--- src/rtl/imm_alu_pkg.sv ---
package imm_alu_pkg;

    localparam logic [3:0] OPC_REG  = 4'h6;
    localparam logic [3:0] OPC_IMM  = 4'hC;
    localparam logic [3:0] REG_NONE = 4'hF;
    localparam int         LEN_REG  = 2;
    localparam int         LEN_IMM  = 10;

    typedef enum logic [1:0] {
        FN_ADD = 2'd0,
        FN_SUB = 2'd1,
        FN_AND = 2'd2,
        FN_XOR = 2'd3
    } alu_fn_e;

    typedef enum logic [1:0] {
        ST_RUN     = 2'd0,
        ST_ILLEGAL = 2'd1
    } run_state_e;

    typedef struct packed {
        logic zf;
        logic sf;
        logic of;
    } ccode_t;

    typedef struct packed {
        logic       legal;
        logic       is_imm;
        alu_fn_e    fn;
        logic [3:0] src_a;
        logic [3:0] src_b;
        logic [3:0] dst;
        logic [3:0] len;
    } decoded_t;

endpackage

--- src/rtl/imm_alu_decode.sv ---
module imm_alu_decode
    import imm_alu_pkg::*;
#(
    parameter int XLEN   = 64,
    parameter int IBYTES = 10
) (
    input  logic [8*IBYTES-1:0] instr_i,
    output decoded_t            dec_o,
    output logic [XLEN-1:0]     imm_o
);

    localparam int IMM_LSB = 16;

    logic [3:0] opc, fn_raw, hi_id, lo_id;
    logic       fn_ok, is_reg, is_imm;

    assign opc    = instr_i[7:4];
    assign fn_raw = instr_i[3:0];
    assign hi_id  = instr_i[15:12];
    assign lo_id  = instr_i[11:8];
    assign fn_ok  = (fn_raw[3:2] == 2'b00);
    assign is_reg = (opc == OPC_REG);
    assign is_imm = (opc == OPC_IMM);

    // the constant occupies the bytes after the register byte; byte order is little-endian
    genvar b;
    generate
        for (b = 0; b < XLEN / 8; b++) begin : g_imm_byte
            assign imm_o[8*b +: 8] = instr_i[IMM_LSB + 8*b +: 8];
        end
    endgenerate

    always_comb begin
        dec_o        = '0;
        dec_o.fn     = alu_fn_e'(fn_raw[1:0]);
        dec_o.is_imm = is_imm;
        dec_o.src_a  = hi_id;
        dec_o.src_b  = lo_id;
        if (is_imm) begin
            dec_o.legal = fn_ok && (lo_id == REG_NONE);
            dec_o.dst   = hi_id;
            dec_o.len   = 4'(LEN_IMM);
        end else if (is_reg) begin
            dec_o.legal = fn_ok;
            dec_o.dst   = lo_id;
            dec_o.len   = 4'(LEN_REG);
        end else begin
            dec_o.legal = 1'b0;
            dec_o.dst   = REG_NONE;
            dec_o.len   = 4'd0;
        end
    end

endmodule

--- src/rtl/imm_alu_regfile.sv ---
module imm_alu_regfile #(
    parameter int XLEN  = 64,
    parameter int NREGS = 15,
    parameter int ID_W  = 4,
    parameter int NRD   = 3
) (
    input  logic                 clk_i,
    input  logic                 rst_ni,
    input  logic [NRD*ID_W-1:0]  rd_id_i,
    output logic [NRD*XLEN-1:0]  rd_data_o,
    input  logic                 we_i,
    input  logic [ID_W-1:0]      wid_i,
    input  logic [XLEN-1:0]      wdata_i
);

    logic [XLEN-1:0] regs_d [NREGS];
    logic [XLEN-1:0] regs_q [NREGS];

    genvar p;
    generate
        for (p = 0; p < NRD; p++) begin : g_rd
            logic [ID_W-1:0] id;
            assign id = rd_id_i[p*ID_W +: ID_W];
            always_comb begin
                if (int'(id) < NREGS) rd_data_o[p*XLEN +: XLEN] = regs_q[id];
                else                  rd_data_o[p*XLEN +: XLEN] = '0;
            end
        end
    endgenerate

    always_comb begin
        regs_d = regs_q;
        if (we_i && (int'(wid_i) < NREGS)) regs_d[wid_i] = wdata_i;
    end

    always_ff @(posedge clk_i) begin
        if (!rst_ni) begin
            for (int i = 0; i < NREGS; i++) regs_q[i] <= '0;
        end else begin
            regs_q <= regs_d;
        end
    end

endmodule

--- src/rtl/imm_alu_exec.sv ---
module imm_alu_exec
    import imm_alu_pkg::*;
#(
    parameter int XLEN = 64
) (
    input  alu_fn_e         fn_i,
    input  logic [XLEN-1:0] x_i,
    input  logic [XLEN-1:0] y_i,
    output logic [XLEN-1:0] res_o,
    output ccode_t          cc_o
);

    localparam int MSB = XLEN - 1;

    always_comb begin
        res_o   = '0;
        cc_o.of = 1'b0;
        unique case (fn_i)
            FN_ADD: begin
                res_o   = x_i + y_i;
                cc_o.of = (x_i[MSB] == y_i[MSB]) && (res_o[MSB] != x_i[MSB]);
            end
            FN_SUB: begin
                res_o   = x_i - y_i;
                cc_o.of = (x_i[MSB] != y_i[MSB]) && (res_o[MSB] != x_i[MSB]);
            end
            FN_AND: res_o = x_i & y_i;
            FN_XOR: res_o = x_i ^ y_i;
            default: res_o = '0;
        endcase
        cc_o.zf = (res_o == '0);
        cc_o.sf = res_o[MSB];
    end

endmodule

--- src/rtl/imm_alu_core.sv ---
module imm_alu_core
    import imm_alu_pkg::*;
#(
    parameter int XLEN   = 64,
    parameter int PC_W   = 64,
    parameter int IBYTES = 10,
    parameter int NREGS  = 15
) (
    input  logic                clk_i,
    input  logic                rst_ni,
    input  logic                instr_valid_i,
    input  logic [8*IBYTES-1:0] instr_i,
    input  logic [3:0]          peek_sel_i,
    output logic [PC_W-1:0]     pc_o,
    output logic [1:0]          status_o,
    output logic [2:0]          cc_o,
    output logic [XLEN-1:0]     peek_data_o
);

    localparam int ID_W = 4;
    localparam int NRD  = 3;

    typedef struct packed {
        logic [PC_W-1:0] pc;
        ccode_t          cc;
        run_state_e      st;
    } core_state_t;

    core_state_t state_d, state_q;

    decoded_t        dec;
    logic [XLEN-1:0] imm, val_a, val_b, alu_x, alu_res;
    ccode_t          alu_cc;
    logic [NRD*XLEN-1:0] rd_bus;
    logic            wr_en;

    imm_alu_decode #(.XLEN(XLEN), .IBYTES(IBYTES)) u_dec (
        .instr_i (instr_i),
        .dec_o   (dec),
        .imm_o   (imm)
    );

    imm_alu_regfile #(.XLEN(XLEN), .NREGS(NREGS), .ID_W(ID_W), .NRD(NRD)) u_rf (
        .clk_i     (clk_i),
        .rst_ni    (rst_ni),
        .rd_id_i   ({peek_sel_i, dec.src_b, dec.src_a}),
        .rd_data_o (rd_bus),
        .we_i      (wr_en),
        .wid_i     (dec.dst),
        .wdata_i   (alu_res)
    );

    assign val_a       = rd_bus[0 +: XLEN];
    assign val_b       = rd_bus[XLEN +: XLEN];
    assign peek_data_o = rd_bus[2*XLEN +: XLEN];

    // immediate form: constant is the first operand; register form: rB is
    assign alu_x = dec.is_imm ? imm : val_b;

    imm_alu_exec #(.XLEN(XLEN)) u_exec (
        .fn_i  (dec.fn),
        .x_i   (alu_x),
        .y_i   (val_a),
        .res_o (alu_res),
        .cc_o  (alu_cc)
    );

    always_comb begin
        state_d = state_q;
        wr_en   = 1'b0;
        if (instr_valid_i && (state_q.st == ST_RUN)) begin
            if (dec.legal) begin
                wr_en      = 1'b1;
                state_d.cc = alu_cc;
                state_d.pc = state_q.pc + PC_W'(dec.len);
            end else begin
                state_d.st = ST_ILLEGAL;
            end
        end
    end

    always_ff @(posedge clk_i) begin
        if (!rst_ni) begin
            state_q.pc <= '0;
            state_q.cc <= '{zf: 1'b1, sf: 1'b0, of: 1'b0};
            state_q.st <= ST_RUN;
        end else begin
            state_q <= state_d;
        end
    end

    assign pc_o     = state_q.pc;
    assign status_o = state_q.st;
    assign cc_o     = state_q.cc;

endmodule

--- config.mk ---
export PLATFORM = sky130hd
export DESIGN_NAME = imm_alu_core
export DESIGN_NICKNAME = d
export VERILOG_FILES = /design/src/rtl/imm_alu_pkg.sv /design/src/rtl/imm_alu_decode.sv /design/src/rtl/imm_alu_regfile.sv /design/src/rtl/imm_alu_exec.sv /design/src/rtl/imm_alu_core.sv
export SDC_FILE = /design/constraint.sdc
export NUM_CORES = 2
export LEC_CHECK = 0
export BUFFER_PORTS_ARGS = -buffer_cell sky130_fd_sc_hd__buf_2
export CAP_MARGIN = 20
export CELL_PAD_IN_SITES_DETAIL_PLACEMENT = 0
export CELL_PAD_IN_SITES_GLOBAL_PLACEMENT = 1
export CORE_MARGIN = 4
export CORE_UTILIZATION = 35
export CTS_CLUSTER_SIZE = 30
export DETAILED_ROUTE_END_ITERATION = 12
export PLACE_DENSITY = 0.68
export SLEW_MARGIN = 0
export SYNTH_ARGS = -nofsm -noshare
export SYNTH_HDL_FRONTEND = slang
export SYNTH_SLANG_ARGS = --single-unit
--- constraint.sdc ---
create_clock -name clk_i -period 19.8 [get_ports clk_i]
set_input_delay 3.96 -clock clk_i [delete_from_list [all_inputs] [get_ports clk_i]]
set_output_delay 3.96 -clock clk_i [all_outputs]
set_load 0.03 [all_outputs]
# Yosys cells after proc, flatten, opt, wreduce, memory -nomap -nowiden
# Index checks and enable logic that the tools add are counted.
[word_totals]
ff_bits = 1028
inputBits = 87
[op_classes]
add_sub_neg = 3
n_mux = 24
eq_ne = 10
bitwise_logic = 7
n_reduce_logical = 12
order_cmp = 9
[ops]
columns = ["op", "count"]
rows = [
  ["bitwise mux 960 bit", 1],
  ["binary-select mux 64 bit (select 4 bit)", 3],
  ["2-to-1 mux 64 bit", 11],
  ["demux 64 bit (select 4 bit)", 1],
  ["one-hot mux 64 bit (4 select lines)", 1],
  ["adder 64 x 4 -> 64 bit", 1],
  ["adder 64 bit", 1],
  ["AND 64 bit", 1],
  ["logical NOT 64 bit", 1],
  ["subtractor 64 bit", 1],
  ["bitwise XOR 64 bit", 1],
  ["greater-or-equal comparator 5 bit (second input constant)", 4],
  ["inverter 4 -> 5 bit", 4],
  ["< comparator 4 bit (second input constant)", 4],
  ["2-to-1 mux 8 bit", 2],
  ["== test 4 bit (second input constant)", 2],
  ["logical AND 1 bit", 6],
  ["logical NOT 2 bit", 3],
  ["< comparator 5 x 1 -> 1 bit (second input constant)", 1],
  ["== test 2 bit (second input constant)", 2],
  ["== test 4 x 3 -> 1 bit (second input constant)", 1],
  ["2-to-1 mux 1 bit", 4],
  ["AND reduction 2 bit", 2],
  ["inequality test 1 bit", 3],
  ["other kinds (4)", 4],
]

# Depth between registers and ports, before layout
[logic_depth]
ltp_word = 10
mapped_depth = 26

# Modules after synthesis
# A second synthesis with hierarchy kept.
[hier_totals]
cells_unflattened = 8734
area_unflattened_um2 = 72917.4
[modules_own_cells]
columns = ["mod", "cells_per_inst", "instances", "seq_area_each_um2", "area_per_inst_um2"]
rows = [
  ["imm_alu_regfile", 6486, 1, 19218.4, 57581.5],
  ["imm_alu_exec", 1671, 1, 0.0, 10427.5],
  ["imm_alu_core", 481, 1, 1361.3, 4196.5],
  ["imm_alu_decode", 96, 1, 0.0, 711.9],
]

# Least setup slack after synthesis
# Ideal clock, no wire load.
[synth_path]
path_type = "input-to-reg"
startpoint = "in instr_i[8]"
endpoint = "reg state_q, in the netlist cc_o[2]"
path_buffers = 4
cell_stages = 22
setup_slack_ps = 9310
required_time_ps = 19704
arrival_ps = 10394
path_cell_list = "clkbuf_1 clkbuf_1 buf_1 buf_1 mux4_2 mux4_2 nand2_1 nand2_1 ha_1 a21o_1 a311oi_2 nor2b_1 a311oi_1 or3_1 a21o_1 a21oi_2 o211ai_1 xnor2_1 a222oi_1 or3b_1 or4_1 o41ai_2"
[synth_via]
elab_chain_len = 9
word_cells_on_any_way = 17
classes_between = "add/sub: 2; order compare: 1; eq/ne: 1; mux: 7; bitwise: 3; reduce/logical: 3"
[synth_lines]
columns = ["item", "line", "source"]
rows = [
  ["from (decl)", "imm_alu_core.sv:12", "input logic [8*IBYTES-1:0] instr_i,"],
  ["inverter 4 -> 5 bit (not written as such)", "imm_alu_regfile.sv:25", "if (int'(id) < NREGS) rd_data_o[p*XLEN +: XLEN] = regs_q[id];"],
  ["binary-select mux 64 bit (select 4 bit)", "imm_alu_regfile.sv:25", ""],
  ["2-to-1 mux 64 bit (not written as such) (2 in a row)", "imm_alu_regfile.sv:25", ""],
  ["2-to-1 mux 64 bit", "imm_alu_regfile.sv:25", ""],
  ["2-to-1 mux 64 bit", "imm_alu_core.sv:58", "assign alu_x = dec.is_imm ? imm : val_b;"],
  ["subtractor 64 bit (tied with other cells)", "imm_alu_exec.sv:24", "res_o = x_i - y_i;"],
  ["one-hot mux 64 bit (4 select lines)", "imm_alu_exec.sv:18", "unique case (fn_i)"],
  ["logical NOT 64 bit", "imm_alu_exec.sv:31", "cc_o.zf = (res_o == '0);"],
  ["to (signal assigned)", "imm_alu_core.sv:88", "state_q <= state_d;"],
  ["to (decl)", "imm_alu_core.sv:29", "core_state_t state_d, state_q;"],
]
# Parallel ways exist; a longest one is shown, timed or not. The select of a mux whose other input is x is not followed.
# A chain may end at the register's enable or synchronous reset.

# Worst setup path after layout
[layout_path]
startpoint = "in peek_sel_i[1]"
endpoint = "out peek_data_o[45]"
[layout_via]
elab_chain_len = 5
word_cells_on_any_way = 6
classes_between = "order compare: 1; mux: 4; bitwise: 1"
[layout_lines]
columns = ["item", "line", "source"]
rows = [
  ["from (decl)", "imm_alu_core.sv:13", "input logic [3:0] peek_sel_i,"],
  ["inverter 4 -> 5 bit (not written as such)", "imm_alu_regfile.sv:25", ""],
  ["binary-select mux 64 bit (select 4 bit)", "imm_alu_regfile.sv:25", ""],
  ["2-to-1 mux 64 bit (not written as such) (2 in a row)", "imm_alu_regfile.sv:25", ""],
  ["2-to-1 mux 64 bit (*)", "imm_alu_regfile.sv:25", ""],
  ["to (decl)", "imm_alu_core.sv:17", "output logic [XLEN-1:0] peek_data_o"],
]
# Mark *: on every way between the ends. The rest lies on a longest branch, timed or not. The select of a mux whose other input is x is not followed.

==> out/metrics.json <==
{
  "synth": {
    "synth_seq_area_share": 0.2897,
    "number_of_cells_produced_by_synthesis": 7754,
    "number_of_flops_mapped_to_enable_cells_by_yosys": 0,
    "synth.top_cells.by_area": "sky130_fd_sc_hd__dfxtp_1, sky130_fd_sc_hd__mux4_2, sky130_fd_sc_hd__nand2_1",
    "yosys.cell_types.count": 94,
    "asyncSetResetFlopFracSynth": 0,
    "postSynthRegisterBits": 1027,
    "synth.cell_area_mm2": 0.07096,
    "yosys_warnings": 0,
    "ys_dominant_reg_cell": "sky130_fd_sc_hd__dfxtp_1",
    "synthesis.area_per_instance_um2": 9.152,
    "synth_largest_area_cell": "sky130_fd_sc_hd__dfxtp_1",
    "synth_top_cell_area_share": 0.2897
  },
  "critical_path": {
    "critical_path_launch_point": "peek_sel_i[1]",
    "logic_depth_of_the_worst_register_to_register_path": 19,
    "critPathRequiredTime_ns": 15.84,
    "cp-start-kind": "primary input",
    "worst-path-stages": 7,
    "critPathCaptureType": "output pin",
    "timing.critical_path.buf_inv": 5,
    "crit-reg2reg-launch": "u_rf.regs_q[705]",
    "cpLargestDelayFamily": "buffers and inverters",
    "cpPeakStageDelay_ns": 0.77,
    "worst_path_max_delay_cell": "sky130_fd_sc_hd__buf_4",
    "timing_worst_setup_path_type": "primary input to output pin",
    "crit_path_max_fanout": 67,
    "timing.critical_path.cells": "buf_8 -> buf_4 -> buf_4 -> buf_4 -> mux4_2 -> mux4_2 -> buf_2",
    "critical_path.most_common_cell": "sky130_fd_sc_hd__buf_4",
    "cp.arrival_ns": 7.96
  },
  "clock_network": {
    "h_tree_level_count": 3,
    "cts_sinks": 1027,
    "clock_latency_ns": 0.80,
    "cts_made_buffers": 119,
    "ctsHoldBuffers": 0,
    "tritoncts_clock_tree": "yes",
    "root_buffer": "sky130_fd_sc_hd__clkbuf_16",
    "post-cts-setup-buffers": 0,
    "max-clock-path-buffers": 3,
    "post_cts_resized": 0,
    "clk_pin_slew_ns": 0.06
  },
  "timing": {
    "setup_viol": 0,
    "final_critical_path_setup_slack_ns": 7.880,
    "finalMaxSlewViolations": 0,
    "hold_violations": 0,
    "setup-tns-final_ns": 0,
    "fmaxAchievable_mhz": 83.90,
    "timing.max_slew.rel_slack": 0.1865,
    "worstMarginPinSlew_ns": 1.216,
    "unrepaired_setup_endpoints_after_global_routing": "false",
    "final_min_period_over_clock_period": 0.6020,
    "finalCriticalPeriod_ns": 11.92,
    "skew_ns": 0.05513
  },
  "global_routing": {
    "antenna_violations_before_repair": 20,
    "met3_usage": 0.05764,
    "global_route.usage.met2": 0.4519,
    "grtUsageTotal": 0.2893,
    "grt_first_pass_wirelength_mm": 448.2,
    "grt_use_met1": 0.3823,
    "grt_pass1_vias": 62080,
    "overflow": 0,
    "gr-max-usage-layer": "met2",
    "grt_max_degree": 129
  },
  "cells_and_area": {
    "final_nets": 7735,
    "final_non_filler_cells": 10290,
    "areaGrowthSynthToFinish_pct": 10.49,
    "fin_util": 0.3883,
    "share_of_final_layout_standard_cells_stronger_than_drive_strength_1": 0.1892
  },
  "die": {
    "dieArea_mm2": 0.2100,
    "start_util": 0.3515,
    "placementRows": 165,
    "floorplan.io_pins": 220,
    "die_w_um": 458.3,
    "die_y_um": 458.3,
    "placeableCoreArea_mm2": 0.2019
  },
  "placed_design": {
    "place_worst_setup_slack_ns": 7.236,
    "dp_cells": 10060,
    "place_hpwl_mm": 199.0,
    "place.port_buffers": 217,
    "place_congestion": 0.9976
  },
  "routing": {
    "initialDrtViolationCount": 8179,
    "firstDrtPassIters": 6,
    "wl_per_cell_um": 30.45,
    "via_count": 64750,
    "ant_nets": 0,
    "routed_via_density": 6.293,
    "detail_route.drc_violations": 0,
    "finalWirelength_mm": 313.3
  },
  "worst_hold_path": {
    "timing.hold.worst.start": "u_rf.regs_q[316]",
    "worst_hold_path.num_cells": 2,
    "min_path_type": "flop to flop"
  },
  "run_status": {
    "status": "completed"
  },
  "pwr": {
    "design_power_total_mw": 4.995,
    "worst_voltage_drop_across_the_vdd_grid_mv": 0.08744,
    "cellPowerDensity_mw_per_mm2": 63.70,
    "total_leakage_power_nw": 31.86
  },
  "flow_run": {
    "max-cap-violations": 0
  }
}
## layout by cell type, fill, tap and decap left out, types with 58 or more instances in the layout
master,synthesis,layout
sky130_fd_sc_hd__nand2_1,2015,2000
sky130_fd_sc_hd__dfxtp_1,1027,1027
sky130_fd_sc_hd__mux4_2,770,770
sky130_fd_sc_hd__a21boi_0,521,521
sky130_fd_sc_hd__o21ai_0,436,433
sky130_fd_sc_hd__o211a_1,351,351
sky130_fd_sc_hd__nor2_1,223,212
sky130_fd_sc_hd__mux2i_1,207,207
sky130_fd_sc_hd__buf_2,15,203
sky130_fd_sc_hd__a21oi_1,197,196
sky130_fd_sc_hd__and2_1,162,157
sky130_fd_sc_hd__buf_4,2,156
sky130_fd_sc_hd__inv_1,147,143
sky130_fd_sc_hd__ha_1,132,132
sky130_fd_sc_hd__clkbuf_16,0,121
sky130_fd_sc_hd__nand3_1,69,69
sky130_fd_sc_hd__xnor2_1,64,64
sky130_fd_sc_hd__nor3_1,62,58
## metal layers
| layer | part of all wire | routed length, um |
|---|---|---|
| met1 | 0.40 | 126000 |
| met2 | 0.45 | 139400 |
| met3 | 0.096 | 30170 |
| met4 | 0.056 | 17630 |
| met5 | 0.00018 | 57 |
## worst paths after layout
check | to | slack (ns)
worst max-delay path | peek_data_o[45] | 7.88
worst min-delay path | u_rf.regs_q[316] | 0.49
worst max register to register | cc_o[2] | 12.25
worst min register to register | u_rf.regs_q[316] | 0.49
## cells in the mapped netlist (39+ instances only)
| library cell | n |
|---|---|
| sky130_fd_sc_hd__o211a_1 | 351 |
| sky130_fd_sc_hd__a21boi_0 | 521 |
| sky130_fd_sc_hd__and2_1 | 162 |
| sky130_fd_sc_hd__nand4_1 | 43 |
| sky130_fd_sc_hd__clkbuf_1 | 629 |
| sky130_fd_sc_hd__buf_1 | 88 |
| sky130_fd_sc_hd__ha_1 | 132 |
| sky130_fd_sc_hd__mux4_2 | 770 |
| sky130_fd_sc_hd__dfxtp_1 | 1027 |
| sky130_fd_sc_hd__o31ai_1 | 47 |
| sky130_fd_sc_hd__nor2_1 | 223 |
| sky130_fd_sc_hd__inv_1 | 147 |
| sky130_fd_sc_hd__nor3_1 | 62 |
| sky130_fd_sc_hd__mux2i_1 | 207 |
| sky130_fd_sc_hd__nand3_1 | 69 |
| sky130_fd_sc_hd__a21oi_1 | 197 |
| sky130_fd_sc_hd__xnor2_1 | 64 |
| sky130_fd_sc_hd__o21ai_0 | 436 |
| sky130_fd_sc_hd__nor2b_1 | 39 |
| sky130_fd_sc_hd__nand2_1 | 2015 |
## through the flow
stage	instance area, um^2	hold WS [ns]
5_1_grt	78390	0.5061
3_3_place_gp	74260	0.4695
4_1_cts	78350	0.4913
3_5_place_dp	74270	0.4827
2_1_floorplan	70970	0.4600
6_report	78410	0.4914
## sequential cells by signal (all words and copies together), names as in the netlist
name	flops
cc_o	3
status_o	1
u_rf.regs_q	960
pc_o	63
## worst register-to-register path, delay by kind of cell (launching register included)
kind            cells  cell delay, ns
compound gates      8            3.69
fa+ha+maj           2            0.53
buf+inv             2            0.25
flops               1            0.33
mux                 2            0.94
simple gates        5            1.71
## cell families (layout without fill, tap and decap cells)
group | count (synthesis) | after routing | share of synthesized area
flops | 1027 | 1027 | 0.2897
xor+xnor | 74 | 74 | 0.009133
buf+inv | 885 | 739 | 0.04718
fa+ha+maj | 132 | 132 | 0.02327
other cells | 1 | 11 | 0.00005285
compound gates | 1852 | 1852 | 0.1887
mux | 982 | 982 | 0.2744
simple gates | 2801 | 2801 | 0.1676
## final cells by class
type	count	area [um^2]
timing repair buffer	374	2414
multi-input combinational	5843	47410
sequential	1027	20560
antenna	9	22.52
tap	2672	3343
clock inverter	46	620.6
inverter	151	573.1
fill	20070	123500
clock buffer	168	3465
## where the power goes
part	internal, mW	switching, mW	leakage, nW	total (mW)
Clock	1.37	0.974	2.01	2.34
Sequential	2.07	0.000341	8.27	2.07
Combinational	0.177	0.407	21.6	0.584
Note: power is estimated with default switching activity, not from simulation.
